<file path="config.mk">
export PLATFORM = sky130hd
export DESIGN_NAME = spi_irq_agg
export DESIGN_NICKNAME = d
export VERILOG_FILES = /design/src/rtl/spi_irq_pkg.sv /design/src/rtl/spi_irq_cfg.sv /design/src/rtl/spi_irq_sticky.sv /design/src/rtl/spi_irq_cause.sv /design/src/rtl/spi_irq_agg.sv
export SDC_FILE = /design/constraint.sdc
export NUM_CORES = 1
export LEC_CHECK = 0
export BUFFER_PORTS_ARGS = -buffer_cell sky130_fd_sc_hd__buf_2
export CAP_MARGIN = 25
export CORE_MARGIN = 2
export CORE_UTILIZATION = 44
export CTS_BUF_LIST = sky130_fd_sc_hd__clkbuf_4 sky130_fd_sc_hd__clkbuf_8
export CTS_CLUSTER_SIZE = 28
export DETAILED_ROUTE_END_ITERATION = 16
export PLACE_DENSITY_LB_ADDON = 0.12
export RECOVER_POWER = 100
export SLEW_MARGIN = 10
export SYNTH_ARGS = -nofsm -noshare
export SYNTH_HDL_FRONTEND = slang
export SYNTH_SLANG_ARGS = --single-unit
</file>
<file path="constraint.sdc">
create_clock -name clk_i -period 1.28 [get_ports clk_i]
set_input_delay 0.128 -clock clk_i [delete_from_list [all_inputs] [get_ports clk_i]]
set_output_delay 0.128 -clock clk_i [all_outputs]
set_load 0.01 [all_outputs]
</file>
<file path="src/rtl/spi_irq_pkg.sv">
package spi_irq_pkg;
  localparam int unsigned IRQ_W    = 2;  // error class, event class
  localparam int unsigned ERR_W    = 6;  // error status width
  localparam int unsigned ERR_EN_W = 5;  // maskable error causes
  localparam int unsigned EVT_W    = 6;  // event causes
  localparam int unsigned ADDR_W   = 3;

  localparam logic [ERR_EN_W-1:0] ERR_EN_RST = '1;

  typedef enum logic [ADDR_W-1:0] {
    A_STATE   = 3'd0,
    A_IRQ_EN  = 3'd1,
    A_TEST    = 3'd2,
    A_ERR_EN  = 3'd3,
    A_ERR_ST  = 3'd4,
    A_EVT_EN  = 3'd5
  } reg_idx_e;
endpackage

</file>
<file path="src/rtl/spi_irq_cfg.sv">
// Plain read/write configuration register with a parameterised reset value.
module spi_irq_cfg #(
  parameter int unsigned W = 4,
  parameter logic [W-1:0] RST = '0
) (
  input  logic         clk_i,
  input  logic         rst_ni,
  input  logic         we_i,
  input  logic [W-1:0] d_i,
  output logic [W-1:0] q_o
);
  logic [W-1:0] q_d;

  always_comb begin
    q_d = q_o;
    if (we_i) q_d = d_i;
  end

  always_ff @(posedge clk_i or negedge rst_ni) begin
    if (!rst_ni) q_o <= RST;
    else if (we_i) q_o <= q_d;
  end
endmodule

</file>
<file path="src/rtl/spi_irq_sticky.sv">
// Sticky bit vector: set dominates a write-one-to-clear on the same edge.
module spi_irq_sticky #(
  parameter int unsigned W = 4
) (
  input  logic         clk_i,
  input  logic         rst_ni,
  input  logic [W-1:0] set_i,
  input  logic [W-1:0] clr_i,
  output logic [W-1:0] q_o
);
  logic [W-1:0] q_d;
  logic         upd;

  always_comb begin
    q_d = (q_o & ~clr_i) | set_i;
    upd = |(set_i | clr_i);
  end

  always_ff @(posedge clk_i or negedge rst_ni) begin
    if (!rst_ni) q_o <= '0;
    else if (upd) q_o <= q_d;
  end
endmodule

</file>
<file path="src/rtl/spi_irq_cause.sv">
// Reduces masked error and event causes to one request per interrupt class.
module spi_irq_cause
  import spi_irq_pkg::*;
(
  input  logic [ERR_W-1:0]    err_status_i,
  input  logic [ERR_EN_W-1:0] err_en_i,
  input  logic [EVT_W-1:0]    evt_level_i,
  input  logic [EVT_W-1:0]    evt_en_i,
  output logic [IRQ_W-1:0]    cause_o
);
  logic [ERR_EN_W-1:0] err_hit;
  logic [EVT_W-1:0]    evt_hit;
  logic                unused_access;

  // Only the maskable causes take part; invalid access is report-only.
  assign unused_access = err_status_i[ERR_W-1];

  for (genvar i = 0; i < ERR_EN_W; i++) begin : g_err
    assign err_hit[i] = err_status_i[i] & err_en_i[i];
  end

  for (genvar j = 0; j < EVT_W; j++) begin : g_evt
    assign evt_hit[j] = evt_level_i[j] & evt_en_i[j];
  end

  assign cause_o = {|evt_hit, |err_hit};
endmodule

</file>
<file path="src/rtl/spi_irq_agg.sv">
module spi_irq_agg
  import spi_irq_pkg::*;
#(
  parameter int unsigned DATA_W = 32
) (
  input  logic              clk_i,
  input  logic              rst_ni,
  input  logic              reg_we_i,
  input  logic [ADDR_W-1:0] reg_addr_i,
  input  logic [DATA_W-1:0] reg_wdata_i,
  output logic [DATA_W-1:0] reg_rdata_o,
  input  logic [ERR_W-1:0]  err_pulse_i,
  input  logic [EVT_W-1:0]  evt_level_i,
  output logic              irq_err_o,
  output logic              irq_evt_o
);
  localparam int unsigned USED_W = ERR_W;

  // write decode
  logic we_state, we_irq_en, we_test, we_err_en, we_err_st, we_evt_en;
  always_comb begin
    we_state  = reg_we_i && (reg_addr_i == A_STATE);
    we_irq_en = reg_we_i && (reg_addr_i == A_IRQ_EN);
    we_test   = reg_we_i && (reg_addr_i == A_TEST);
    we_err_en = reg_we_i && (reg_addr_i == A_ERR_EN);
    we_err_st = reg_we_i && (reg_addr_i == A_ERR_ST);
    we_evt_en = reg_we_i && (reg_addr_i == A_EVT_EN);
  end

  logic [IRQ_W-1:0]    irq_en_q;
  logic [ERR_EN_W-1:0] err_en_q;
  logic [EVT_W-1:0]    evt_en_q;
  logic [ERR_W-1:0]    err_status_q;
  logic [IRQ_W-1:0]    irq_state_q;
  logic [IRQ_W-1:0]    cause;
  logic [IRQ_W-1:0]    test_set;
  logic [IRQ_W-1:0]    state_clr;
  logic [ERR_W-1:0]    err_clr;
  logic                unused_wdata;

  assign unused_wdata = ^reg_wdata_i[DATA_W-1:USED_W];

  spi_irq_cfg #(.W(IRQ_W), .RST('0)) u_irq_en (
    .clk_i, .rst_ni, .we_i(we_irq_en), .d_i(reg_wdata_i[IRQ_W-1:0]), .q_o(irq_en_q)
  );
  spi_irq_cfg #(.W(ERR_EN_W), .RST(ERR_EN_RST)) u_err_en (
    .clk_i, .rst_ni, .we_i(we_err_en), .d_i(reg_wdata_i[ERR_EN_W-1:0]), .q_o(err_en_q)
  );
  spi_irq_cfg #(.W(EVT_W), .RST('0)) u_evt_en (
    .clk_i, .rst_ni, .we_i(we_evt_en), .d_i(reg_wdata_i[EVT_W-1:0]), .q_o(evt_en_q)
  );

  assign err_clr = we_err_st ? reg_wdata_i[ERR_W-1:0] : '0;

  spi_irq_sticky #(.W(ERR_W)) u_err_st (
    .clk_i, .rst_ni, .set_i(err_pulse_i), .clr_i(err_clr), .q_o(err_status_q)
  );

  spi_irq_cause u_cause (
    .err_status_i(err_status_q), .err_en_i(err_en_q),
    .evt_level_i(evt_level_i), .evt_en_i(evt_en_q), .cause_o(cause)
  );

  assign test_set  = we_test  ? reg_wdata_i[IRQ_W-1:0] : '0;
  assign state_clr = we_state ? reg_wdata_i[IRQ_W-1:0] : '0;

  spi_irq_sticky #(.W(IRQ_W)) u_state (
    .clk_i, .rst_ni, .set_i(cause | test_set), .clr_i(state_clr), .q_o(irq_state_q)
  );

  assign irq_err_o = irq_state_q[0] & irq_en_q[0];
  assign irq_evt_o = irq_state_q[1] & irq_en_q[1];

  // read mux; test register is write-only
  always_comb begin
    reg_rdata_o = '0;
    unique case (reg_addr_i)
      A_STATE:  reg_rdata_o[IRQ_W-1:0]    = irq_state_q;
      A_IRQ_EN: reg_rdata_o[IRQ_W-1:0]    = irq_en_q;
      A_ERR_EN: reg_rdata_o[ERR_EN_W-1:0] = err_en_q;
      A_ERR_ST: reg_rdata_o[ERR_W-1:0]    = err_status_q;
      A_EVT_EN: reg_rdata_o[EVT_W-1:0]    = evt_en_q;
      default:  reg_rdata_o = '0;
    endcase
  end
endmodule

</file>
Yosys cells after proc, flatten, opt, wreduce, memory -nomap -nowiden
Index checks and enable logic that the tools add are counted.
{"block": "totals", "n_memories": 0, "latch_bits": 0, "ram_bits": 0, "out_inout_bits": 34, "ff_bits": 21, "input_bits": 50, "romBits": 0, "wordCells": 49}
{"block": "op_classes", "shift": 0, "addsub": 0, "n_eq_ne": 5, "order_cmp": 0, "n_mux": 6, "n_reduce_logical": 11, "bitwise": 22, "multipliers": 0, "div_mod_pow": 0}
{"cell": "bitwise AND 1 bit", "n": 13}
{"cell": "bitwise OR 6 bit", "n": 2}
{"cell": "OR reduction 6 bit", "n": 2}
{"cell": "case mux 2 bit (5 select lines)", "n": 1}
{"cell": "case mux 3 bit (3 select lines)", "n": 1}
{"cell": "bitwise AND 6 bit", "n": 1}
{"cell": "== test 3 x 2 -> 1 bit (second input constant)", "n": 2}
{"cell": "== test 3 bit (second input constant)", "n": 2}
{"cell": "logical AND 1 bit", "n": 6}
{"cell": "2-to-1 mux 6 bit", "n": 1}
{"cell": "inverter 6 bit", "n": 1}
{"cell": "bitwise OR 2 bit", "n": 3}
{"cell": "OR reduction 5 bit", "n": 1}
{"cell": "2-to-1 mux 2 bit", "n": 2}
{"cell": "== test 3 x 1 -> 1 bit (second input constant)", "n": 1}
{"cell": "zero test 3 bit", "n": 1}
{"cell": "bitwise AND 2 bit", "n": 1}
{"cell": "inverter 2 bit", "n": 1}
{"cell": "case mux 1 bit (2 select lines)", "n": 1}
{"cell": "OR reduction 2 bit", "n": 1}

Longest topological paths before layout
Gate-level depths: netlist (run 1).
{"block": "logic_depth", "ltp_word": 6, "ltp_mapped": 4, "mapped_depth_nobuf": 3}

Cells and area by module
Synthesis (run 1) repeated with hierarchy kept, for this count alone.
{"block": "hier_totals", "cells_unflattened": 126, "area_unflattened_um2": 1351.3}
{"module": "spi_irq_agg", "cells_each": 68, "n_inst": 1, "area_per_inst_um2": 500.5, "seq_area_each_um2": 0.0}
{"module": "spi_irq_cfg at u_evt_en", "cells_each": 13, "n_inst": 1, "area_per_inst_um2": 251.5, "seq_area_each_um2": 150.1}
{"module": "spi_irq_sticky at u_err_st", "cells_each": 18, "n_inst": 1, "area_per_inst_um2": 217.7, "seq_area_each_um2": 150.1}
{"module": "spi_irq_cfg at u_err_en", "cells_each": 10, "n_inst": 1, "area_per_inst_um2": 187.7, "seq_area_each_um2": 131.4}
{"module": "spi_irq_cfg at u_irq_en", "cells_each": 4, "n_inst": 1, "area_per_inst_um2": 72.6, "seq_area_each_um2": 50.0}
{"module": "spi_irq_sticky at u_state", "cells_each": 6, "n_inst": 1, "area_per_inst_um2": 72.6, "seq_area_each_um2": 50.0}
{"module": "spi_irq_cause", "cells_each": 7, "n_inst": 1, "area_per_inst_um2": 48.8, "seq_area_each_um2": 0.0}

Least setup slack after synthesis (run 1)
OpenSTA, ideal clock, no wires.
{"block": "synth_timing", "path_type": "register -> output", "start": "register u_err_st.q_o[1]", "end": "output port reg_rdata_o[1]", "required_ns": 1.152, "stages_incl_launch_ff": 4, "setup_slack_ns": 0.261, "n_path_buf": 0, "arrival_time_ns": 0.891, "cell_sequence": "dfrtp_1 -> mux2i_1 -> nor3_1 -> a311o_1"}
{"block": "synth_between", "elab_chain_len": 1}
{"item": "start, declared", "line": "spi_irq_sticky.sv:9", "rtl": "output logic [W-1:0] q_o"}
{"item": "start signal, assigned", "line": "spi_irq_sticky.sv:21", "rtl": "else if (upd) q_o <= q_d;"}
{"item": "case mux 2 bit (5 select lines)", "line": "spi_irq_agg.sv:77", "rtl": "unique case (reg_addr_i)"}
{"item": "end, declared", "line": "spi_irq_agg.sv:11", "rtl": "output logic [DATA_W-1:0] reg_rdata_o,"}
No other way between the ends.

Final worst setup path (run 1)
{"block": "layout_timing", "start": "register u_irq_en.q_o[1]", "end": "output port reg_rdata_o[1]"}
{"block": "layout_between", "elab_chain_len": 1}
{"item": "start, declared", "line": "spi_irq_cfg.sv:10", "rtl": "output logic [W-1:0] q_o"}
{"item": "start signal, assigned", "line": "spi_irq_cfg.sv:21", "rtl": "else if (we_i) q_o <= q_d;"}
{"item": "case mux 2 bit (5 select lines)", "line": "spi_irq_agg.sv:77"}
No other way between the ends.

==> flow_metrics.py, run 1 <==
metrics = {
    "die": {
        "rows": 19,
        "start_util": 0.4719,
        "dieArea_um2": 3491,
        "dieHeight_um": 59.09,
        "io_pins": 84,
        "fp.coreArea_um2": 2829,
        "die_w_um": 59.09,
    },
    "power_and_ir_drop": {
        "powerDensity_nw_per_um2": 1043,
        "ir_drop_mv": 0.6122,
        "p_leak_nw": 0.7591,
        "power.total_w": 0.001664,
    },
    "sta": {
        "rsz0062_at_grt": "true",
        "max_freq_mhz": 669.2,
        "worst_slew_pin_slew_ps": 526.1,
        "fin_hold_ws_ps": 4.391,
        "timing.final.ws_setup_ps": -214.2,
        "finClkSkew_ps": 6.268,
        "hold_viol_final": 0,
        "slew_violations": 0,
        "setup_violations": 5,
        "min_period_ps": 1494,
        "fin_crit_sh": 1.167,
        "slew_headroom": 0.6492,
    },
    "status": {
        "violations": "setup timing",
        "status": "complete, but fails checks",
    },
    "layout": {
        "seq_area_um2": 531.8,
        "n_antenna_cell": 0,
        "nNetsFinal": 218,
        "areaGrowthSynthToFinish_pct": 19.49,
        "fin_cells": 198,
        "fillCellCount": 265,
        "drive_gt1_frac": 0.3952,
        "final_core_util": 0.5639,
        "multiInputGateArea_um2": 674.4,
    },
    "global_routing": {
        "gr-total-overflow": 0,
        "grt_max_degree": 22,
        "grtUsageTotal": 0.1635,
        "grt_antenna_before_repair": 0,
        "grt_pass1_vias": 976,
        "grt_pass1_wl_um": 4284,
    },
    "placed_design": {
        "post-place-ws_ps": 63.65,
        "portBuffers": 31,
        "place_congestion": 0.7957,
        "dp.cells": 177,
        "dp_hpwl_um": 1931,
    },
    "flow_run": {
        "maxCapViolCount": 0,
    },
    "drt": {
        "viasPerCell": 4.995,
        "route.detailed.drc": 0,
        "vias": 989,
        "postRouteAntennaNets": 0,
        "wl_met3_um": 144,
        "firstDrtPassIters": 5,
        "wl_um": 2556,
        "wl_met2_um": 1307,
        "wl_per_cell_um": 12.91,
        "first_iter_violations": 29,
        "wl_met1_um": 1088,
        "routed.top_layer": "met4",
    },
    "logic_synthesis": {
        "ys_types": 31,
        "syn_inst": 116,
        "synth_warnings": 0,
        "ys_ff_latch": 21,
        "seq_area_frac_synth": 0.3983,
        "syn_avg_cell_area_um2": 11.51,
        "syn_area_um2": 1335,
    },
    "critical_path": {
        "required_ps": 1150,
        "end_kind": "output port",
        "crit_path_start_kind": "flop",
        "reg2reg_slack_ps": 210,
        "critPathMaxFanout": 3,
        "arrival_ps": 1370,
        "crit_type": "reg -> out",
    },
    "clocking": {
        "clockBufferDepth": 2,
        "cts_buffers": 3,
        "cts_sinks": 21,
        "cts_tree": "yes",
        "cts.clk_slew.worst_paths_ps": 110,
        "clock_latency_ps": 300,
        "htreeDepth": 1,
        "clockRootBuffer": "clkbuf_4",
    },
    "hold_path": {
        "hold_path_class": "in -> reg",
    },
}
[cells by family after synthesis]
family	Yosys count	share of synthesized area
multiplexers	20	0.1678
AO/OA/AOI/OAI	20	0.1200
buffers and inverters	29	0.1668
other	1	0.002809
AND/OR/NAND/NOR	25	0.1443
flip-flops	21	0.3983
[path summary, 6_finish.rpt]
check | endpoint | start | depth (start not counted)
min in group asynchronous | u_state.q_o[0]$_DFFE_PN0P_ | rst_ni | 2
setup reg to reg | u_state.q_o[0]$_DFFE_PN0P_ | u_err_st.q_o[2]$_DFFE_PN0P_ | 2
hold / removal | u_err_st.q_o[5]$_DFFE_PN0P_ | err_pulse_i[5] | 2
hold reg to reg | u_err_st.q_o[5]$_DFFE_PN0P_ | u_err_st.q_o[5]$_DFFE_PN0P_ | 1
max in group asynchronous | u_err_en.q_o[2]$_DFFE_PN1P_ | rst_ni | 2
setup / recovery | reg_rdata_o[1] | u_irq_en.q_o[1]$_DFFE_PN0P_ | 4
[cell usage after synthesis (all sizes together)]
master | n | share of area
and2b | 1 | 0.0075
nand3 | 2 | 0.017
mux2 | 13 | 0.12
nor3b | 1 | 0.0056
and4bb | 4 | 0.037
nand2 | 6 | 0.017
buf | 29 | 0.17
dfstp | 5 | 0.098
a22oi | 4 | 0.022
nor2b | 1 | 0.0047
nand4b | 1 | 0.018
nand3b | 1 | 0.0056
a311o | 1 | 0.0075
conb | 1 | 0.0028
a22o | 6 | 0.039
o21ai | 1 | 0.0037
nand4 | 1 | 0.0047
mux2i | 7 | 0.052
nor3 | 2 | 0.0075
dfrtp | 16 | 0.30
and2 | 2 | 0.0094
a21o | 7 | 0.039
nand2b | 1 | 0.0047
a222oi | 1 | 0.0075
nor2 | 2 | 0.0056
[sequential cells by signal, summed over array words and instances (netlist names)]
name          count
u_evt_en.q_o      6
u_err_st.q_o      6
u_state.q_o       2
u_err_en.q_o      5
u_irq_en.q_o      2
[power by group]
| group | leakage (nW) | switching, W | internal [W] |
|---|---|---|---|
| clock network | 0.0177 | 0.000201 | 0.000116 |
| logic | 0.523 | 0.000222 | 0.000289 |
| registers | 0.218 | 0.0000602 | 0.000775 |
[what timing repair did]
item                                    4_1_cts  5_1_grt
endpoints found under the setup margin        5        6
gates resized for setup                       1        1
hold buffers                                  6        0
gates cloned                                  0        0
pin swaps                                     5        1
endpoints found under the hold margin        21        0
buffers inserted                             10        1
[cell usage in the layout, fill, tap and decap left out, types with 2 or more instances in the layout]
cell type	Yosys	final
mux2i_1	7	7
buf_2	1	27
mux2_4	2	2
dlygate4sd3_1	0	6
a21o_1	7	7
and4bb_1	1	2
a22oi_1	4	4
conb_1	1	26
dfrtp_1	16	16
a22o_1	6	6
mux2_2	10	10
nor3_1	2	2
and2_1	2	2
and4bb_2	3	2
buf_4	26	6
clkbuf_4	0	10
nand2_1	6	6
dfstp_1	0	4
clkbuf_2	0	3
nor2_1	2	2
[area by class of cell]
cell class | instances | share of cell area
Tap cell | 31 | 0.02431
Multi-Input combinational cell | 91 | 0.4227
Sequential cell | 21 | 0.3333
Clock buffer | 3 | 0.01412
Clock inverter | 1 | 0.003137
Timing Repair Buffer | 51 | 0.2024
[metrics by stage]
stage               area (um^2)  setup TNS, ps
CTS                        1585         -618.7
finish                     1595         -597.1
global placement           1423              0
floorplan                  1429              0
detailed placement         1423              0
global route               1595         -963.7
[critical path: stages, from the launching register on]
cell	delay, ps
dfrtp_1	410
mux2i_1	130
nor3b_1	70
a311o_1	320
buf_2	140
[per-layer routing]
| metal | track usage | up-vias |
|---|---|---|
| met2 | 0.2921 | 39 |
| met4 | 0.05844 | 0 |
| met5 | 0 | - |
| met3 | 0.01965 | 2 |
| li1 | - | 475 |
| met1 | 0.2014 | 473 |
No activity file was read; power rests on OpenSTA's default activity.
==> inputs of run 2 (changes only) <==
Settings changed: CORE_ASPECT_RATIO set to 1.1, PLACE_DENSITY set to 0.82, PLACE_DENSITY_LB_ADDON 0.12 to not set.
==> run 2 against run 1 <==
The flow still finishes with violations (setup timing). Critical endpoint unchanged. Critical path type unchanged. Cell count is 0.51% lower. Routed wire length increased by 9.9%. Worst hold slack improved by 2.7 ps.
==> flow_metrics.py, run 2 (same netlist as run 1, synthesis figures left out) <==
metrics = {
    "status": {
        "status": "complete, but fails checks",
        "violations": "setup timing",
    },
    "layout": {
        "final_core_util": 0.5602,
        "reg_top3": "u_err_st.q_o: 6 flops, u_evt_en.q_o: 6 flops, u_err_en.q_o: 5 flops",
        "final_cell_mix": "buf_2, conb_1, dfrtp_1",
        "nNetsFinal": 215,
        "drive_gt1_frac": 0.4268,
        "n_antenna_cell": 0,
        "areaGrowthSynthToFinish_pct": 18.65,
        "final_common_cell": "buf_2",
    },
    "die": {
        "io_pins": 84,
        "dieArea_um2": 3491,
        "start_util": 0.4721,
        "rows": 20,
        "dieHeight_um": 61.77,
        "fp.coreArea_um2": 2828,
        "die_w_um": 56.52,
    },
    "drt": {
        "first_iter_violations": 19,
        "route.detailed.drc": 0,
        "wl_per_cell_um": 14.25,
        "firstDrtPassIters": 4,
        "vias": 1011,
        "wl_met1_um": 1076,
        "viasPerCell": 5.132,
        "wl_met3_um": 198,
        "wl_um": 2808,
        "postRouteAntennaNets": 0,
        "routed.top_layer": "met4",
        "wl_met2_um": 1496,
    },
    "hold_path": {
        "timing.hold.worst.start": "err_pulse_i[1]",
        "hold_path_depth": 2,
        "hold_path_class": "in -> reg",
    },
    "flow_run": {
        "maxCapViolCount": 0,
    },
    "critical_path": {
        "crit_buf_inv": 1,
        "arrival_ps": 1430,
        "crit_path_start_kind": "flop",
        "ff2ff_path_depth": 2,
        "path_cells": "mux2i_1 -> nor3b_1 -> a311o_1 -> buf_2",
        "endpoint": "reg_rdata_o[1]",
        "reg2reg_slack_ps": 230,
        "critPathMaxFanout": 3,
        "critPathLaunch": "u_evt_en.q_o[1]$_DFFE_PN0P_",
        "reg2reg_from": "u_err_st.q_o[2]$_DFFE_PN0P_",
        "required_ps": 1150,
        "r2r-end": "u_state.q_o[0]$_DFFE_PN0P_",
        "crit_cells": 4,
        "cp_top_family": "flip-flops",
        "crit_slowest_cell": "dfrtp_1",
        "crit_type": "reg -> out",
        "end_kind": "output port",
        "critPathMaxStageDelay_ps": 410,
    },
    "sta": {
        "finClkSkew_ps": 3.160,
        "rsz0062_at_grt": "true",
        "hold_viol_final": 0,
        "fin_crit_sh": 1.220,
        "max_freq_mhz": 640.6,
        "timing.final.ws_setup_ps": -281.1,
        "slew_violations": 0,
        "min_period_ps": 1561,
        "worst_slew_pin_slew_ps": 505.4,
        "setup_violations": 5,
        "slew_headroom": 0.6631,
    },
    "clocking": {
        "htreeDepth": 1,
        "cts_tree": "yes",
        "cts_sinks": 21,
        "clockBufferDepth": 2,
        "clock_latency_ps": 300,
        "cts_buffers": 3,
        "cts.clk_slew.worst_paths_ps": 110,
        "clockRootBuffer": "clkbuf_4",
    },
    "placed_design": {
        "post-place-ws_ps": 41.40,
        "dp_hpwl_um": 2072,
        "portBuffers": 31,
        "place_congestion": 0.8418,
    },
    "global_routing": {
        "grt_antenna_before_repair": 0,
        "grt_pass1_wl_um": 4547,
        "grt_max_degree": 22,
        "grt_pass1_vias": 984,
        "gr-total-overflow": 0,
        "grtUsageTotal": 0.1695,
    },
    "power_and_ir_drop": {
        "p_leak_nw": 0.7517,
        "powerDensity_nw_per_um2": 1075,
        "ir_drop_mv": 0.8817,
    },
}
-- run 2: cell count changes in the layout (fill, tap and decap cells not counted) --
cell      change
and2_4        +1
and4bb_2      +1
dfstp_2       +4
clkbuf_2      -2
buf_2         +2
and2_1        -1
clkbuf_4      -6
and4bb_1      -1
buf_4         +5
clkinv_2      -1
clkbuf_1      -1
dfstp_1       -4
-- run 2: how the worst min path moves through the flow --
stage | endpoint | slack, ps
after detailed placement | u_evt_en.q_o[4]$_DFFE_PN0P_ | 110
after CTS | u_err_st.q_o[3]$_DFFE_PN0P_ | 3
final | u_err_st.q_o[1]$_DFFE_PN0P_ | 7
after floorplan | u_err_st.q_o[0]$_DFFE_PN0P_ | -170
after global placement | u_evt_en.q_o[4]$_DFFE_PN0P_ | 90
after global routing | u_err_st.q_o[1]$_DFFE_PN0P_ | 8
-- run 2: metal layers --
layer	vias to the layer above	global-route usage
met1	481	0.1926
li1	469	-
met4	0	0.04082
met2	55	0.3289
met5	-	0
met3	6	0.03727
-- run 2: cell type report --
class                           instances  area (um^2)
Clock buffer                            4        30.03
Fill cell                             254         1244
Multi-Input combinational cell         91        676.9
Sequential cell                        21        531.8
Tap cell                               33        41.29
Timing Repair Buffer                   48        304.0
-- run 2: report_power, final --
part / leakage [nW] / switching [W] / internal (W)
clock network: 0.0184 / 0.000190 / 0.000143
logic: 0.514 / 0.000230 / 0.000291
registers: 0.220 / 0.0000649 / 0.000784
-- run 2: repair_timing --
| action | CTS | global route |
|---|---|---|
| endpoints found under the hold margin | 19 | 2 |
| resized for setup | 1 | 2 |
| setup endpoints to repair | 5 | 6 |
| pin swaps | 3 | 2 |
| setup buffers | 7 | 2 |
| hold buffers | 4 | 2 |
| gates cloned | 0 | 0 |
-- run 2: through the flow --
stage	area (um^2)	hold slack (ps)	setup TNS (ps)	total power (W)	std cells
2_1_floorplan	1429	-167.6	0	0.001181	141
4_1_cts	1540	3.475	-655.8	0.001672	193
3_5_place_dp	1418	108.1	0	0.001274	178
3_3_place_gp	1418	94.04	0	0.001254	178
6_report	1584	7.121	-699.8	0.001702	197
5_1_grt	1584	7.733	-1019	0.001807	197
==> inputs of run 3 (changes only) <==
Settings changed: CORE_MARGIN 2 to not set.
==> run 3 against run 2 <==
The flow still finishes with violations (setup timing). Routed wire length shrank 4.2%. Clock-buffer cell count shrank 1. Non-clock buffer count grew 5. Largest cell class unchanged.
==> flow_metrics.py, run 3 (same netlist as run 1, synthesis figures left out) <==
metrics = {
    "status": {
        "status": "complete, but fails checks",
        "violations": "setup timing",
    },
    "drt": {
        "first_iter_violations": 23,
        "firstDrtPassIters": 4,
        "wl_um": 2691,
        "viasPerCell": 5.030,
        "postRouteAntennaNets": 0,
        "wl_per_cell_um": 13.32,
        "vias": 1016,
        "route.detailed.drc": 0,
    },
    "critical_path": {
        "reg2reg_slack_ps": 170,
        "reg2reg_from": "u_err_en.q_o[3]$_DFFE_PN1P_",
        "required_ps": 1150,
        "crit_path_start_kind": "flop",
        "ff2ff_path_depth": 3,
        "end_kind": "output port",
        "r2r-end": "u_state.q_o[0]$_DFFE_PN0P_",
        "crit_type": "reg -> out",
        "arrival_ps": 1400,
        "critPathMaxFanout": 2,
    },
    "global_routing": {
        "grt_pass1_wl_um": 4471,
        "grtUsageTotal": 0.1975,
        "gr-total-overflow": 0,
        "grt_antenna_before_repair": 0,
        "grt_max_degree": 22,
        "grt_pass1_vias": 999,
    },
    "sta": {
        "rsz0062_at_grt": "true",
        "min_period_ps": 1531,
        "fin_setup_tns_ps": -713.9,
        "hold_viol_final": 0,
        "max_freq_mhz": 653.1,
        "setup_violations": 5,
        "worst_slew_pin_slew_ps": 519.0,
        "slew_violations": 0,
        "finClkSkew_ps": 5.922,
        "slew_headroom": 0.6540,
        "fin_crit_sh": 1.196,
        "timing.final.ws_setup_ps": -251.2,
    },
    "power_and_ir_drop": {
        "power_frac_clock": 0.194,
        "power_switching_share": 0.3001,
        "powerDensity_nw_per_um2": 1060,
        "seq_power_share": 0.490,
        "combPwrFrac": 0.316,
        "p_leak_nw": 0.7650,
        "power.internal_w": 0.001194,
        "ir_drop_mv": 0.7406,
        "p_sw_w": 0.0005119,
    },
    "layout": {
        "areaGrowthSynthToFinish_pct": 20.52,
        "fillCellCount": 242,
        "n_antenna_cell": 0,
        "reg_top3": "u_err_st.q_o: 6 flops, u_evt_en.q_o: 6 flops, u_err_en.q_o: 5 flops",
        "nNetsFinal": 220,
        "final_cell_mix": "buf_2, conb_1, dfrtp_1",
        "fin_cells": 202,
        "drive_gt1_frac": 0.3964,
        "final_core_util": 0.5690,
        "final_common_cell": "buf_2",
    },
    "die": {
        "start_util": 0.4721,
        "dieArea_um2": 3259,
        "rows": 20,
        "io_pins": 84,
        "fp.coreArea_um2": 2828,
        "dieHeight_um": 59.77,
        "die_w_um": 54.52,
    },
    "clocking": {
        "clockBufferDepth": 2,
        "cts_buffers": 3,
        "cts.clk_slew.worst_paths_ps": 120,
        "clock_latency_ps": 320,
        "clockRootBuffer": "clkbuf_4",
        "htreeDepth": 1,
        "cts_tree": "yes",
        "cts_sinks": 21,
    },
    "hold_path": {
        "min_to": "u_state.q_o[1]$_DFFE_PN0P_",
        "timing.hold.worst.start": "evt_level_i[5]",
        "hold_path_depth": 3,
        "hold_path_class": "in -> reg",
    },
    "placed_design": {
        "dp_hpwl_um": 1946,
        "dp.cells": 178,
        "portBuffers": 31,
        "place_congestion": 0.9038,
    },
    "flow_run": {
        "maxCapViolCount": 0,
    },
}
-- run 3: layout make-up --
type	instances	area, um^2	share of cell area
well taps	33	41.29	0.02566
clock buffers	3	22.52	0.01400
flip-flops and latches	21	531.8	0.3305
multi-input cells	91	670.6	0.4168
repair buffers	53	337.8	0.2100
clock inverters	1	5.005	0.003110
-- run 3: power by group through the flow --
stage / logic (W) / registers (W) / clock network [W]
6_report: 0.000540 / 0.000836 / 0.000331
5_1_grt: 0.000595 / 0.000849 / 0.000368
4_1_cts: 0.000515 / 0.000848 / 0.000339
3_5_place_dp: 0.000400 / 0.000876 / 0
3_3_place_gp: 0.000385 / 0.000868 / 0
2_1_floorplan: 0.000335 / 0.000846 / 0
-- run 3: how the worst max path moves through the flow --
| stage | startpoint | to |
|---|---|---|
| after floorplan | u_err_st.q_o[1]$_DFFE_PN0P_ | reg_rdata_o[1] |
| after global placement | reg_addr_i[2] | reg_rdata_o[3] |
| after detailed placement | reg_addr_i[2] | reg_rdata_o[1] |
| after CTS | u_err_st.q_o[1]$_DFFE_PN0P_ | reg_rdata_o[1] |
| after global routing | u_evt_en.q_o[1]$_DFFE_PN0P_ | reg_rdata_o[1] |
| final | u_err_st.q_o[1]$_DFFE_PN0P_ | reg_rdata_o[1] |
-- run 3: timing repair --
action | CTS | global route
hold endpoints to repair | 22 | 0
setup buffers | 10 | 3
hold buffers | 7 | 0
gates resized for setup | 1 | 0
endpoints found under the setup margin | 5 | 6
pin swaps | 3 | 1
-- run 3: worst max-delay path: stages (launching register included) --
cell and delay [ps]:
dfrtp_1 400, mux2i_1 130, nor3_1 60, a311o_1 350, buf_2 150
-- run 3: layer usage --
metal  track usage  wire (um)
met1        0.2432       1056
met4       0.09158         49
met3       0.03053        180
met2        0.3310       1404
met5             0          0
-- run 3: stage by stage --
step | setup WS [ps] | hold WS (ps) | instance area (um^2) | power, W
after CTS | -249.1 | 48.63 | 1590 | 0.001701
after global placement | 59.49 | 92.91 | 1418 | 0.001252
after detailed placement | 48.64 | 104.0 | 1418 | 0.001277
after global routing | -306.3 | 45.08 | 1609 | 0.001811
after floorplan | 260.7 | -167.6 | 1429 | 0.001181
final | -251.2 | 56.91 | 1609 | 0.001706
